### src/rtl/bitimg_pkg.sv
package bitimg_pkg;

    localparam int SIG_LEN   = 13;
    localparam int SIG_IDX_W = 4;

    localparam logic [7:0] TAG_FIRST = 8'h61;
    localparam logic [7:0] TAG_LAST  = 8'h65;
    localparam logic [7:0] TAG_DATA  = 8'h65;

    typedef enum logic [2:0] {
        PS_IDLE,
        PS_SIG,
        PS_TAG,
        PS_LEN,
        PS_SKIP,
        PS_PAY,
        PS_DONE,
        PS_ERR
    } pstate_e;

    function automatic logic [7:0] sig_byte(input logic [SIG_IDX_W-1:0] i);
        logic [7:0] b;
        case (i)
            4'd1:                    b = 8'h09;
            4'd2, 4'd4, 4'd6, 4'd8:  b = 8'h0F;
            4'd3, 4'd5, 4'd7, 4'd9:  b = 8'hF0;
            4'd12:                   b = 8'h01;
            default:                 b = 8'h00;
        endcase
        return b;
    endfunction

endpackage

### src/rtl/bitimg_chunk_sel.sv
module bitimg_chunk_sel #(
    parameter int CHUNK = 288,
    parameter int N_IMG = 2,
    parameter int SEL_W = 2
) (
    input  logic             clk,
    input  logic             rst_n,
    input  logic             restart,
    input  logic             adv,
    input  logic [SEL_W-1:0] img_sel,
    output logic             hit
);
    localparam int POS_W = (CHUNK > 1) ? $clog2(CHUNK) : 1;
    localparam int OWN_W = (N_IMG > 1) ? $clog2(N_IMG) : 1;

    typedef struct packed {
        logic [POS_W-1:0] pos;
        logic [OWN_W-1:0] own;
        logic [OWN_W-1:0] sel;
    } cs_t;

    cs_t cs_d, cs_q;

    always_comb begin
        cs_d = cs_q;
        if (restart) begin
            cs_d.pos = '0;
            cs_d.own = '0;
            cs_d.sel = OWN_W'(img_sel - SEL_W'(1));
        end else if (adv) begin
            if (cs_q.pos == POS_W'(CHUNK - 1)) begin
                cs_d.pos = '0;
                cs_d.own = (cs_q.own == OWN_W'(N_IMG - 1)) ? '0 : cs_q.own + 1'b1;
            end else begin
                cs_d.pos = cs_q.pos + 1'b1;
            end
        end
    end

    always_ff @(posedge clk or negedge rst_n) begin
        if (!rst_n) cs_q <= '0;
        else        cs_q <= cs_d;
    end

    assign hit = (cs_q.own == cs_q.sel);

    // position never leaves the chunk
    a_r2_pos_range: assert property (@(posedge clk) disable iff (!rst_n)
        cs_q.pos <= POS_W'(CHUNK - 1));

    // owner only moves on a chunk wrap
    a_r2_own_hold: assert property (@(posedge clk) disable iff (!rst_n)
        (!restart && !(adv && cs_q.pos == POS_W'(CHUNK - 1))) |=> $stable(cs_q.own));

endmodule

### src/rtl/bitimg_sec_parser.sv
module bitimg_sec_parser
    import bitimg_pkg::*;
#(
    parameter int SEARCH_MAX = 100
) (
    input  logic        clk,
    input  logic        rst_n,
    input  logic        restart,
    input  logic        byte_vld,
    input  logic [7:0]  byte_in,
    output pstate_e     st,
    output logic        hdr_ok,
    output logic        found,
    output logic        parse_err,
    output logic [31:0] pay_len
);
    localparam int SW = $clog2(SEARCH_MAX + 8);

    typedef struct packed {
        pstate_e               st;
        logic [SIG_IDX_W-1:0]  idx;
        logic                  is_e;
        logic [31:0]           acc;
        logic [SW-1:0]         srch;
        logic [31:0]           rem;
        logic                  ok;
        logic                  fnd;
        logic                  err;
        logic [31:0]           plen;
    } ps_t;

    ps_t ps_d, ps_q;
    logic [31:0] acc_new;
    logic        last_len;

    always_comb begin
        ps_d     = ps_q;
        acc_new  = {ps_q.acc[23:0], byte_in};
        last_len = ps_q.is_e ? (ps_q.idx == SIG_IDX_W'(3)) : (ps_q.idx == SIG_IDX_W'(1));
        if (restart) begin
            ps_d    = '0;
            ps_d.st = PS_SIG;
        end else if (byte_vld) begin
            case (ps_q.st)
                PS_SIG: begin
                    if (byte_in != sig_byte(ps_q.idx)) begin
                        ps_d.st  = PS_ERR;
                        ps_d.err = 1'b1;
                    end else if (ps_q.idx == SIG_IDX_W'(SIG_LEN - 1)) begin
                        ps_d.ok   = 1'b1;
                        ps_d.st   = PS_TAG;
                        ps_d.idx  = '0;
                        ps_d.srch = '0;
                    end else begin
                        ps_d.idx = ps_q.idx + 1'b1;
                    end
                end
                PS_TAG: begin
                    ps_d.srch = ps_q.srch + 1'b1;
                    if (byte_in < TAG_FIRST || byte_in > TAG_LAST) begin
                        ps_d.st  = PS_ERR;
                        ps_d.err = 1'b1;
                    end else begin
                        ps_d.is_e = (byte_in == TAG_DATA);
                        ps_d.idx  = '0;
                        ps_d.acc  = '0;
                        ps_d.st   = PS_LEN;
                    end
                end
                PS_LEN: begin
                    ps_d.srch = ps_q.srch + 1'b1;
                    ps_d.acc  = acc_new;
                    if (!last_len) begin
                        ps_d.idx = ps_q.idx + 1'b1;
                    end else if (ps_q.is_e) begin
                        ps_d.fnd  = 1'b1;
                        ps_d.plen = acc_new;
                        ps_d.rem  = acc_new;
                        ps_d.st   = (acc_new == 32'd0) ? PS_DONE : PS_PAY;
                    end else if (acc_new > 32'd255) begin
                        ps_d.st  = PS_ERR;
                        ps_d.err = 1'b1;
                    end else begin
                        ps_d.rem = acc_new;
                        ps_d.st  = (acc_new == 32'd0) ? PS_TAG : PS_SKIP;
                    end
                end
                PS_SKIP: begin
                    ps_d.srch = ps_q.srch + 1'b1;
                    ps_d.rem  = ps_q.rem - 32'd1;
                    if (ps_q.rem == 32'd1) ps_d.st = PS_TAG;
                end
                PS_PAY: begin
                    ps_d.rem = ps_q.rem - 32'd1;
                    if (ps_q.rem == 32'd1) ps_d.st = PS_DONE;
                end
                default: ;
            endcase
            // search window: no further tag or content byte once the budget is spent
            if ((ps_d.st == PS_TAG || ps_d.st == PS_SKIP) && ps_d.srch >= SW'(SEARCH_MAX)) begin
                ps_d.st  = PS_ERR;
                ps_d.err = 1'b1;
            end
        end
    end

    always_ff @(posedge clk or negedge rst_n) begin
        if (!rst_n) ps_q <= '0;
        else        ps_q <= ps_d;
    end

    assign st        = ps_q.st;
    assign hdr_ok    = ps_q.ok;
    assign found     = ps_q.fnd;
    assign parse_err = ps_q.err;
    assign pay_len   = ps_q.plen;

    // data section only after a good signature
    a_r7_found_after_sig: assert property (@(posedge clk) disable iff (!rst_n)
        found |-> hdr_ok);

    // error is sticky until restart
    a_r4_err_sticky: assert property (@(posedge clk) disable iff (!rst_n)
        (parse_err && !restart) |=> parse_err);

    // latched length holds until restart
    a_r7_len_hold: assert property (@(posedge clk) disable iff (!rst_n)
        (found && !restart) |=> $stable(pay_len));

    // found and error never coexist
    a_r12_exclusive: assert property (@(posedge clk) disable iff (!rst_n)
        !(found && parse_err));

    // restart clears every flag
    a_r11_restart_clear: assert property (@(posedge clk) disable iff (!rst_n)
        restart |=> (!hdr_ok && !found && !parse_err));

endmodule

### src/rtl/bitimg_hdr_parser.sv
module bitimg_hdr_parser
    import bitimg_pkg::*;
#(
    parameter int CHUNK      = 288,
    parameter int N_IMG      = 2,
    parameter int SEARCH_MAX = 100,
    parameter int SEL_W      = $clog2(N_IMG + 1)
) (
    input  logic             clk,
    input  logic             rst_n,
    input  logic             start,
    input  logic [SEL_W-1:0] img_sel,
    input  logic             in_valid,
    input  logic [7:0]       in_data,
    output logic             in_ready,
    output logic             out_valid,
    output logic [7:0]       out_data,
    input  logic             out_ready,
    output logic             hdr_ok,
    output logic             found,
    output logic             parse_err,
    output logic [31:0]      pay_len
);
    logic    hit;
    logic    accept;
    logic    pay_phase;
    pstate_e st;

    bitimg_chunk_sel #(
        .CHUNK (CHUNK),
        .N_IMG (N_IMG),
        .SEL_W (SEL_W)
    ) u_sel (
        .clk     (clk),
        .rst_n   (rst_n),
        .restart (start),
        .adv     (accept),
        .img_sel (img_sel),
        .hit     (hit)
    );

    bitimg_sec_parser #(
        .SEARCH_MAX (SEARCH_MAX)
    ) u_parse (
        .clk       (clk),
        .rst_n     (rst_n),
        .restart   (start),
        .byte_vld  (accept && hit),
        .byte_in   (in_data),
        .st        (st),
        .hdr_ok    (hdr_ok),
        .found     (found),
        .parse_err (parse_err),
        .pay_len   (pay_len)
    );

    assign pay_phase = (st == PS_PAY);
    assign in_ready  = !start && (st != PS_IDLE) && !(pay_phase && hit && !out_ready);
    assign accept    = in_valid && in_ready;
    assign out_valid = !start && pay_phase && hit && in_valid;
    assign out_data  = in_data;

    // payload only flows after the data section is found
    a_r8_out_after_found: assert property (@(posedge clk) disable iff (!rst_n)
        out_valid |-> found);

    // a stalled payload byte blocks the input
    a_r9_stall: assert property (@(posedge clk) disable iff (!rst_n)
        (out_valid && !out_ready) |-> !in_ready);

    // nothing accepted before the first start
    a_r1_idle: assert property (@(posedge clk) disable iff (!rst_n)
        (st == PS_IDLE) |-> (!in_ready && !out_valid));

endmodule

### config.mk
export PLATFORM = sky130hd
export DESIGN_NAME = bitimg_hdr_parser
export DESIGN_NICKNAME = d
export VERILOG_FILES = /design/src/rtl/bitimg_pkg.sv /design/src/rtl/bitimg_chunk_sel.sv /design/src/rtl/bitimg_sec_parser.sv /design/src/rtl/bitimg_hdr_parser.sv
export SDC_FILE = /design/constraint.sdc
export NUM_CORES = 1
export LEC_CHECK = 0
export ABC_AREA = 1
export ABC_CLOCK_PERIOD_IN_PS = 3100
export CAP_MARGIN = 20
export CORE_MARGIN = 2
export CORE_UTILIZATION = 44
export CTS_CLUSTER_SIZE = 10
export DETAILED_ROUTE_END_ITERATION = 6
export GPL_TIMING_DRIVEN = 0
export SYNTH_ARGS = -nofsm -noshare
export SYNTH_HDL_FRONTEND = slang
export SYNTH_SLANG_ARGS = --single-unit
### constraint.sdc
create_clock -name clk -period 3.1 [get_ports clk]
set_clock_uncertainty 0.15 [all_clocks]
set_input_delay 0.62 -clock clk [delete_from_list [all_inputs] [get_ports clk]]
set_output_delay 0.62 -clock clk [all_outputs]
set_load 0.01 [all_outputs]
==> flow_summary.toml <==
[synth]
yosysWarnings = 0
ys_seq_area_share_pct = 42.1
synth_edf_count = 0
synthTopCellsByArea = "dfrtp_1 42%, o21ai_0 9.1%, nand2_1 7.1%, nand3_1 7.0%, inv_1 5.8%"
synth_seq_cells = 117
synth_area_leader_cell = "dfrtp_1"
syn_nets = 933
async_flop_share_pct = 100
synth_top_area_share_pct = 42.1
syn-cell-area_sq_mm = 0.00695
synth_cells = 910
ys_types = 48
synth_ff_type = "dfrtp_1"
avgSynthCellArea_sq_um = 7.64

[detailed_routing]
num_vias = 6462
antenna_left = 0
viasPerCell = 5.32
wl_mm = 19.7
wl_per_cell_um = 16.2
dr.pass1.iters = 6
drtIter0Drc = 700
drcViolationCount = 0

[clock_network]
cts_tree = "yes"
cts_made_buffers = 17
cts_sinks = 117
cts-root-buf = "clkbuf_16"
clock_path_buffers = 2
clk_latency_ns = 0.42
clkSlewWorstSetupHoldPaths_ns = 0.06
htree_levels = 4

[final_layout]
fin_util_pct = 55.3
multi_input_area_sq_mm = 0.00315
nFillCells = 1478
stdcell_count = 1214
design_area_sq_mm = 0.00847
diodes = 0
area_growth_syn_to_layout_pct = 21.8
drive_gt1_share_pct = 12.6
nets = 1013
area.sequential_sq_mm = 0.00293

[timing]
setup_viol = 0
max_slew_margin_pct = 50.4
layout_min_cycle_time_ns = 3.01
whs_ns = 0.337
rsz0062_at_grt = "false"
max_freq_ghz = 0.332
finalHoldViolations = 0
slew_viol_final = 0
finalSetupTns_ns = 0
worst_pin_slew_ns = 0.737
fin_crit_sh_pct = 97.1

[placed_design]
dp_hpwl_mm = 14.4
dp.cells = 1180
dpl_cell_area_sq_mm = 0.00783
io_buffers = 58
routabilityCongestion = 0.884

[worst_setup_path]
crit_chain = "clkdlybuf4s50_1, inv_2, buf_8, nand2_1, nor2_1, clkdlybuf4s50_1"
arrival_ns = 2.24
cpMostUsedCell = "clkdlybuf4s50_1"
critical_path_class = "in2out"
cp.required_ns = 2.33
crit_slowest_cell = "clkdlybuf4s50_1"
slowest_delay_ns = 0.54
start_kind = "input port"
cp-end-kind = "output pin"
path_max_fanout = 19

[floorplanning]
dieArea_sq_mm = 0.0168
core_area_sq_mm = 0.0153
fp.dieH_um = 130
initial_core_util_pct = 45.4
die_w_um = 130
io_pins = 60
row_count = 45

[grt]
antenna_found_initial = 0
grt.overflow.total = 0
track_usage_pct = 24.5
grt_max_degree = 80
grt_pass1_vias = 5896
grt_pass1_wl_mm = 31.6

[power]
p_per_area_mw_per_mm2 = 683
ir_worst_vdd_mv = 0.456
power.leakage_nw = 3.90

[job]
cap_violations = 0

[status]
outcome = "finished clean"

[hold_path]
hold_path_class = "reg2reg"
==> kinds of logic after synthesis <==
kind of cell               Yosys count  share of synthesized area (%)
muxes                                1                          0.144
and+or+nand+nor                    371                           24.8
buffers and inverters              185                           12.6
adders and majority gates            8                           1.44
xor gates and xnor gates            14                           1.76
DFF                                117                           42.1
AOI/OAI and AO/OA                  214                           17.1
==> sequential cells by signal (all words and copies together), names as in the netlist <==
name / cells
u_parse.found: 1
u_parse.acc_new: 24
u_parse.pay_len: 32
u_parse.parse_err: 1
u_sel.cs_q: 11
u_parse.st: 3
u_parse.hdr_ok: 1
u_parse.ps_q: 44
==> layout make-up <==
type	count	area share [%]
multi-input cells	608	37.2
flip-flops and latches	117	34.6
repair buffers	62	7.55
plain buffers	71	5.43
clock buffers	18	5.18
inverters	113	5.01
well taps	211	3.12
clock inverters	14	1.91
==> power breakdown <==
group / internal [mW] / switching, mW / total, mW / leakage [nW]
Sequential: 1.64 / 0.133 / 1.78 / 1.61
Combinational: 0.637 / 1.35 / 1.99 / 1.99
Clock: 1.23 / 0.789 / 2.02 / 0.297
==> worst max-delay path: cells and delay by family <==
family / cells / cell delay [ns]
buf+inv: 4 / 1.45
simple gates: 2 / 0.17
==> per-stage QoR <==
step           power (mW)  worst slack, ns
2_1_floorplan        3.22            0.708
3_3_place_gp         3.74            -3.66
3_5_place_dp         3.75            -1.05
4_1_cts              5.79           0.0311
5_1_grt              6.15           0.0136
6_report             5.78           0.0908
==> placed cells by master, fill, tap and decap left out, types with 6 or more instances in the layout <==
master           instances
nand3_1                 97
nand2_1                132
inv_6                    8
nand2_2                  6
buf_2                    8
nor3_1                  17
ha_1                     8
clkbuf_1                15
inv_2                    7
xor2_1                  12
o211ai_1                 9
a21oi_1                 28
dfrtp_1                115
clkbuf_16               17
o22ai_1                 23
nor2_1                  82
o21ai_1                  7
clkdlybuf4s50_1         55
nand4_1                 10
inv_1                  106
buf_4                   44
o21ai_0                126
==> Yosys cell counts, types with 7 or more instances <==
master      n
a21oi_1    28
buf_2       8
buf_4      42
clkbuf_1   16
dfrtp_1   117
ha_1        8
inv_1     107
nand2_1   132
nand2_2     7
nand3_1    97
nand4_1    10
nor2_1     82
nor3_1     17
o211ai_1    9
o21ai_0   126
o21ai_1     7
o22ai_1    23
xor2_1     12
==> final timing paths <==
check | from | end | slack, ns | cells past startpoint
worst max-delay path | start | out_valid | 0.09 | 6
worst min-delay path | u_parse.hdr_ok$_DFFE_PN0P_ | u_parse.hdr_ok$_DFFE_PN0P_ | 0.34 | 1
worst max register to register | u_parse.ps_q[108]$_DFFE_PN0P_ | u_parse.parse_err$_DFFE_PN0P_ | 0.20 | 15
worst min register to register | u_parse.hdr_ok$_DFFE_PN0P_ | u_parse.hdr_ok$_DFFE_PN0P_ | 0.34 | 1
max in group asynchronous | rst_n | u_parse.ps_q[107]$_DFFE_PN0P_ | 1.55 | 3
min in group asynchronous | rst_n | u_parse.ps_q[57]$_DFFE_PN0P_ | 0.53 | 2
==> layer usage <==
metal  global-route usage, %  share of wire, %  wire (um)
met1                    37.4                50       9820
met4                    4.87              0.88        173
met5                       0                 0          0
met3                    6.27               7.1       1410
met2                    35.3                42       8320
==> timing repair <==
| action | CTS | global route |
|---|---|---|
| endpoints found under the setup margin | 1 | 4 |
| hold endpoints to repair | 38 | 0 |
| gates resized for setup | 4 | 6 |
| cloned | 0 | 0 |
| buffers inserted | 0 | 2 |
| hold buffers | 1 | 0 |
No activity file was read; power rests on OpenSTA's default activity.
